$ cat src/rtl/lnk_rst_pkg.sv
package lnk_rst_pkg;

    // Port role strap encoding
    typedef enum logic {
        ROLE_EP = 1'b0,
        ROLE_RP = 1'b1
    } port_role_e;

    // Event vector; bit order matches the cause field seen at the ports
    typedef struct packed {
        logic por;   // [3] power-on / PERST
        logic l2x;   // [2] L2 low-power exit
        logic hotx;  // [1] hot-reset exit
        logic lupx;  // [0] link-up exit
    } lnk_evt_t;

    localparam int unsigned CAUSE_W = $bits(lnk_evt_t);

    localparam lnk_evt_t EVT_NONE = '{por: 1'b0, l2x: 1'b0, hotx: 1'b0, lupx: 1'b0};
    localparam lnk_evt_t EVT_POR  = '{por: 1'b1, l2x: 1'b0, hotx: 1'b0, lupx: 1'b0};

    // Which reset domains an event asks for
    typedef struct packed {
        logic dp;    // datapath (srst)
        logic cfg;   // non-sticky configuration (crst)
    } rst_req_t;

    // Minimum pulse length in clock cycles
    function automatic int unsigned hold_len(input bit hard, input int unsigned extra);
        return (hard ? 2 : 1) + extra;
    endfunction

    function automatic logic evt_any(input lnk_evt_t e);
        return |e;
    endfunction

    // Root port keeps configuration across a plain link-up exit
    function automatic logic evt_hits_cfg(input lnk_evt_t e, input port_role_e r);
        return e.por | e.l2x | e.hotx | (e.lupx & (r == ROLE_EP));
    endfunction

endpackage

$ cat src/rtl/lnk_rst_evt.sv
module lnk_rst_evt
    import lnk_rst_pkg::*;
(
    input  logic       por_req_i,
    input  logic       perst_req_i,
    input  port_role_e role_i,
    input  logic       lup_exit_n_i,
    input  logic       hot_exit_n_i,
    input  logic       l2_exit_n_i,
    output logic       sticky_rst_o,
    output lnk_evt_t   evt_o,
    output rst_req_t   req_o
);

    logic     sticky;
    lnk_evt_t evt;

    assign sticky = por_req_i | perst_req_i;

    always_comb begin
        evt      = EVT_NONE;
        evt.por  = sticky;
        evt.l2x  = ~l2_exit_n_i;
        evt.hotx = ~hot_exit_n_i;
        evt.lupx = ~lup_exit_n_i;
    end

    always_comb begin
        req_o.dp  = evt_any(evt);
        req_o.cfg = evt_hits_cfg(evt, role_i);
    end

    assign sticky_rst_o = sticky;
    assign evt_o        = evt;

endmodule

$ cat src/rtl/lnk_rst_hold.sv
module lnk_rst_hold
    import lnk_rst_pkg::*;
#(
    parameter int unsigned HOLD_CYC = 2
) (
    input  logic     clk_i,
    input  rst_req_t req_i,
    output logic     srst_o,
    output logic     crst_o
);

    logic srst_q;
    logic crst_q;

    generate
        if (HOLD_CYC <= 1) begin : g_single
            // One-cycle minimum: the pulse simply follows the request
            always_ff @(posedge clk_i) begin
                srst_q <= req_i.dp;
                crst_q <= req_i.cfg | (crst_q & req_i.dp);
            end
        end else begin : g_count
            localparam int unsigned CNT_W = $clog2(HOLD_CYC);
            localparam logic [CNT_W-1:0] CNT_LOAD = CNT_W'(HOLD_CYC - 1);

            logic [CNT_W-1:0] cnt_q;

            always_ff @(posedge clk_i) begin
                if (req_i.dp) begin
                    srst_q <= 1'b1;
                    crst_q <= req_i.cfg | crst_q;
                    cnt_q  <= CNT_LOAD;
                end else if (cnt_q != '0) begin
                    cnt_q  <= cnt_q - 1'b1;
                end else begin
                    srst_q <= 1'b0;
                    crst_q <= 1'b0;
                end
            end
        end
    endgenerate

    assign srst_o = srst_q;
    assign crst_o = crst_q;

endmodule

$ cat src/rtl/lnk_rst_cause.sv
module lnk_rst_cause
    import lnk_rst_pkg::*;
(
    input  logic               clk_i,
    input  lnk_evt_t           evt_i,
    input  logic [CAUSE_W-1:0] clr_i,
    output logic [CAUSE_W-1:0] cause_o
);

    lnk_evt_t cause_q;

    always_ff @(posedge clk_i) begin
        if (evt_i.por) begin
            cause_q <= EVT_POR;
        end else if (evt_any(evt_i)) begin
            cause_q <= evt_i;
        end else begin
            cause_q <= lnk_evt_t'(cause_q & ~clr_i);
        end
    end

    assign cause_o = cause_q;

endmodule

$ cat src/rtl/lnk_rst_seq.sv
module lnk_rst_seq
    import lnk_rst_pkg::*;
#(
    parameter bit          HARD_IMPL = 1'b1,
    parameter int unsigned EXTRA_CYC = 0
) (
    input  logic               clk_i,
    input  logic               por_req_i,
    input  logic               perst_req_i,
    input  logic               role_rp_i,
    input  logic               lup_exit_n_i,
    input  logic               hot_exit_n_i,
    input  logic               l2_exit_n_i,
    input  logic [CAUSE_W-1:0] cause_clr_i,
    output logic               sticky_rst_o,
    output logic               srst_o,
    output logic               crst_o,
    output logic [CAUSE_W-1:0] cause_o
);

    localparam int unsigned HOLD_CYC = hold_len(HARD_IMPL, EXTRA_CYC);

    lnk_evt_t evt;
    rst_req_t req;

    lnk_rst_evt u_evt (
        .por_req_i    (por_req_i),
        .perst_req_i  (perst_req_i),
        .role_i       (port_role_e'(role_rp_i)),
        .lup_exit_n_i (lup_exit_n_i),
        .hot_exit_n_i (hot_exit_n_i),
        .l2_exit_n_i  (l2_exit_n_i),
        .sticky_rst_o (sticky_rst_o),
        .evt_o        (evt),
        .req_o        (req)
    );

    lnk_rst_hold #(
        .HOLD_CYC (HOLD_CYC)
    ) u_hold (
        .clk_i  (clk_i),
        .req_i  (req),
        .srst_o (srst_o),
        .crst_o (crst_o)
    );

    lnk_rst_cause u_cause (
        .clk_i   (clk_i),
        .evt_i   (evt),
        .clr_i   (cause_clr_i),
        .cause_o (cause_o)
    );

endmodule

$ cat config.mk
export PLATFORM = sky130hd
export DESIGN_NAME = lnk_rst_seq
export DESIGN_NICKNAME = d
export VERILOG_FILES = /design/src/rtl/lnk_rst_pkg.sv /design/src/rtl/lnk_rst_evt.sv /design/src/rtl/lnk_rst_hold.sv /design/src/rtl/lnk_rst_cause.sv /design/src/rtl/lnk_rst_seq.sv
export SDC_FILE = /design/constraint.sdc
export NUM_CORES = 1
export LEC_CHECK = 0
export ABC_AREA = 1
export BUFFER_PORTS_ARGS = -buffer_cell sky130_fd_sc_hd__buf_4
export CORE_AREA = 5 5 42 44
export CTS_CLUSTER_DIAMETER = 60
export DETAILED_ROUTE_END_ITERATION = 8
export DIE_AREA = 0 0 47 49
export PLACE_DENSITY_LB_ADDON = 0.05
export SYNTH_ARGS = -nofsm -noshare
export SYNTH_HDL_FRONTEND = slang
export SYNTH_SLANG_ARGS = --single-unit
$ cat constraint.sdc
create_clock -name clk_i -period 2 [get_ports clk_i]
set_input_delay 0.2 -clock clk_i [delete_from_list [all_inputs] [get_ports clk_i]]
set_output_delay 0.2 -clock clk_i [all_outputs]
set_load 0.02 [all_outputs]
# After elaboration in Yosys (flattened, before gate mapping)
# Cells that the tools add are included.
dict set report word_totals {
  out_inout_bits 7
  n_memories 0
  ramBits 0
  ff_bits 7
  romBits 0
  wordCells 26
  in_bits 11
  latch_bits 0
}
dict set report classes {
  div_mod_pow 0
  n_mux 4
  n_shift 0
  bitwise_logic 12
  n_reduce_logical 1
  multipliers 0
  add_sub_neg 1
  eq_ne 1
  order_cmp 0
}
# op count
set op_table {}
lappend op_table {{bitwise OR 1 bit} 5}
lappend op_table {{AND 4 bit} 1}
lappend op_table {{two-way mux 4 bit} 1}
lappend op_table {{NOT 1 bit} 4}
lappend op_table {{NOT 4 bit} 1}
lappend op_table {{OR reduction 4 bit} 1}
lappend op_table {{two-way mux 1 bit} 3}
lappend op_table {{inequality test 2 bit (second input constant)} 1}
lappend op_table {{AND 1 bit} 1}
lappend op_table {{subtractor 1 bit (second input constant)} 1}

# Depth between registers and ports, before layout
dict set report depth {
  ltp_word 6
  ltp_mapped 5
  depth_no_buf 5
}

# Hierarchy
# A second synthesis with hierarchy kept.
dict set report hier_totals {
  hier_cells 44
  hier_area_um2 315.3
}
# mod area_each_um2 instances cells_each seq_area_each_um2
set by_module_without_submodules {}
lappend by_module_without_submodules {lnk_rst_cause 168.9 1 23 80.1}
lappend by_module_without_submodules {lnk_rst_hold 92.6 1 9 70.1}
lappend by_module_without_submodules {lnk_rst_evt 53.8 1 12 0.0}

# Worst setup path before layout
# No wires, ideal clock.
dict set report synth_path {
  path_type {flip-flop to flip-flop}
  start {register u_hold.crst_q, in the netlist u_hold.crst_o}
  end {register u_hold.crst_q, in the netlist u_hold.crst_o, data pin}
  period_less_slack_ns 0.970
  setup_ns 0.267
  arrival_ns 0.703
  required_ns 1.733
  stages_incl_launch_ff 3
  path_buffers 0
  slack_ns 1.030
  path_cell_list {edfxtp_1 -> o21bai_1 -> nand4_1}
}
dict set report synth_between {
  elab_chain_cells 2
}
# item line
set synth_rtl {}
lappend synth_rtl {{start: declaration} lnk_rst_hold.sv:13} ;# logic crst_q;
lappend synth_rtl {{start signal: assignment} lnk_rst_hold.sv:31} ;# crst_q <= req_i.cfg | crst_q;
lappend synth_rtl {{bitwise OR 1 bit} lnk_rst_hold.sv:31}
lappend synth_rtl {{two-way mux 1 bit} lnk_rst_hold.sv:29} ;# if (req_i.dp) begin
# Every way passes these cells.
# A chain may end at the register's enable or synchronous reset.

# Worst setup path in the final report
dict set report layout_path {
  start {input perst_req_i}
  end {output sticky_rst_o}
}
dict set report layout_between {
  elab_chain_cells 1
}
# item line
set layout_rtl {}
lappend layout_rtl {{start: declaration} lnk_rst_seq.sv:9} ;# input logic perst_req_i,
lappend layout_rtl {{bitwise OR 1 bit} lnk_rst_evt.sv:18} ;# assign sticky = por_req_i | perst_req_i;
lappend layout_rtl {{end: declaration} lnk_rst_seq.sv:15} ;# output logic sticky_rst_o,
# Every way passes these cells.

==> impl_metrics.toml <==
[clock_network]
ctsHoldBuffers = 0
cts_resized = 0
cts_tree = "yes"
clkLatencyLatePin_ns = 0.25
h-tree-depth = 1
cts_buffers = 3
post_cts_buffers = 0
clock-sinks = 7
root_buffer = "clkbuf_4"
clockBufferDepth = 2
path_clk_slew_ns = 0.05

[setup_path]
path_class = "in2out"
worstRegToRegCells = 2
crit_chain = "buf_4, nor2_2, inv_1, buf_4"
cp_slowest_cell = "nor2_2"
max_stage_delay_ns = 0.23
cp.arrival_ns = 0.85
endpoint_kind = "output pin"
cp_common_cell = "buf_4"
ff2ff_setup_slack_ns = 1.13
cp_max_fo = 6
path_buf_inv = 3
start_kind = "primary input"
crit_cells = 4
reg2reg_to = "u_hold.crst_o"
r2r_start = "u_hold.crst_o"
required_ns = 1.80
crit_family = "buffers and inverters"

[die]
die_area_sq_mm = 0.00230
fp.dieH_um = 49
ios = 18
dieWidth_um = 47
start_util_pct = 19.6
std_cell_rows = 14
core_sq_mm = 0.00140

[pwr]
power.switching_uw = 74.8
p_total_uw = 321
power.share.clock_pct = 40.1
p_int_uw = 246
seq_power_share_pct = 46.5
powerDensity_mw_per_mm2 = 716
peakVddDrop_uv = 252
p_sw_share_pct = 23.3
p_comb_share_pct = 13.5
p_leak_nw = 0.203

[timing]
layout_min_cycle_time_ns = 1.05
fin_tns_setup_ns = 0
setup_viol = 0
hold-worst-slack_ns = 0.147
fin_worst_skew_ns = 0.0000191
final_max_slew_viol_count = 0
fin_ws_ns = 0.950
rsz0062_at_grt = "false"
worst_slew_pin_slew_ns = 0.250
max_slew_margin_pct = 83.3
finalCritPeriodShare_pct = 52.5
hold_viol_final = 0
fmax_mhz = 952

[yosys]
muxShareOfSynthArea_pct = 0
synth-simple-area-share_pct = 28.8
synth_area_sq_um = 274
ys_ff_latch = 7
seq_area_frac_synth_pct = 54.8
postSynthCellCount = 32
yosysUniqueCellTypes = 11
synth_xor_area_share_pct = 0
synth_adder_area_share_pct = 0
synth-compound-area-share_pct = 8.22
avgSynthCellArea_sq_um = 8.56
syn-num-nets = 43
synth_top_family_by_area = "simple AND/OR/NAND/NOR gates"
yosysWarningCount = 0

[route]
num_vias = 271
dr.pass1.iters = 3
drc = 0
wirelength_um = 679
wl_per_cell_um = 9.84
viasPerCell = 3.93
ant_nets = 0
drt_iter0_markers = 4

[place]
place_ws_ns = 0.877
placed_area_sq_um = 422
dp_hpwl_um = 553
place_congestion = 0.692
dp_cells = 65
io_buffer_count = 17

[global_route]
grt_pass1_wl_mm = 1.01
first_global_vias = 261
antenna_found_initial = 0
use_met1_pct = 7.52
grt_busiest_layer = "met2"
grt_max_degree = 7
gr-usage-met2_pct = 7.69
grt_usage_pct = 6.35
grt_overflow_total = 0
grtUsageMet3_pct = 2.58

[outcome]
status = "completed"

[cells_and_area]
final_area_sq_um = 448
fin_cells = 69
syn2layout_area_growth_pct = 63.5
nNetsFinal = 65
final_core_util_pct = 32.0
antennaDiodeCount = 0
final_layout_size_suffix_gt1_share_pct = 43.4

[worst_hold_path]
min_to = "u_cause.cause_o[0]"
min_path_cells = 2
min_path_type = "in2reg"
min_from = "lup_exit_n_i"

[run]
max-cap-violations = 0
## synth_stat cells, drive strengths merged
| library cell | count | area, sq um |
|---|---|---|
| dfxtp | 6 | 120 |
| inv | 6 | 22.5 |
| nand2 | 6 | 25.0 |
| nor2 | 4 | 20.0 |
| a21oi | 3 | 15.0 |
| nand4 | 3 | 18.8 |
| nand3b | 2 | 15.0 |
| edfxtp | 1 | 30.0 |
| o21bai | 1 | 7.51 |
## state kept, by name (all words and copies together), names as in the netlist
name and count:
u_hold.g_count.cnt_q 1, u_cause.cause_o 4, u_hold.srst_o 1, u_hold.crst_o 1
## power groups by stage
stage          clock [mW]  combinational, mW  sequential [mW]
3_3_place_gp            0             0.0433            0.152
6_report            0.128             0.0432            0.149
2_1_floorplan           0             0.0116            0.157
4_1_cts             0.134             0.0439            0.149
3_5_place_dp            0             0.0437            0.152
5_1_grt             0.142             0.0467            0.149
## placed cells by master, fill, tap and decap left out
cell type | synthesis | layout
a21oi_1 | 3 | 3
buf_4 | 0 | 17
clkbuf_1 | 0 | 1
clkbuf_4 | 0 | 3
dfxtp_1 | 6 | 6
edfxtp_1 | 1 | 1
inv_1 | 6 | 6
nand2_1 | 5 | 5
nand2_2 | 1 | 1
nand3b_1 | 2 | 2
nand4_1 | 3 | 3
nor2_1 | 2 | 2
nor2_2 | 2 | 2
o21bai_1 | 1 | 1
## area by class of cell
| cell class | instances | area [sq um] |
|---|---|---|
| inverters | 6 | 22.5 |
| clock buffers | 4 | 26.3 |
| flip-flops and latches | 7 | 150 |
| repair buffers | 17 | 128 |
| fillers | 169 | 953 |
| well taps | 16 | 20.0 |
| multi-input cells | 19 | 101 |
## metal layers
metal,vias up,wire length [um]
li1,145,-
met1,109,307
met2,13,265
met3,4,84
met4,0,22
met5,-,0
## how the worst max path moves through the flow
stage / to / slack (ns) / from
finish: sticky_rst_o / 0.95 / perst_req_i
global route: sticky_rst_o / 0.89 / perst_req_i
CTS: sticky_rst_o / 0.94 / perst_req_i
detailed placement: u_hold.crst_o / 0.88 / perst_req_i
global placement: u_hold.crst_o / 0.89 / perst_req_i
floorplan: u_hold.crst_o / 1.03 / u_hold.crst_o
## cell families (layout without fill, tap and decap cells)
logic type | Yosys count | in the layout
compound gates | 4 | 4
buf+inv | 6 | 27
flops | 7 | 7
simple gates | 15 | 15
Note: power is estimated with default switching activity, not from simulation.
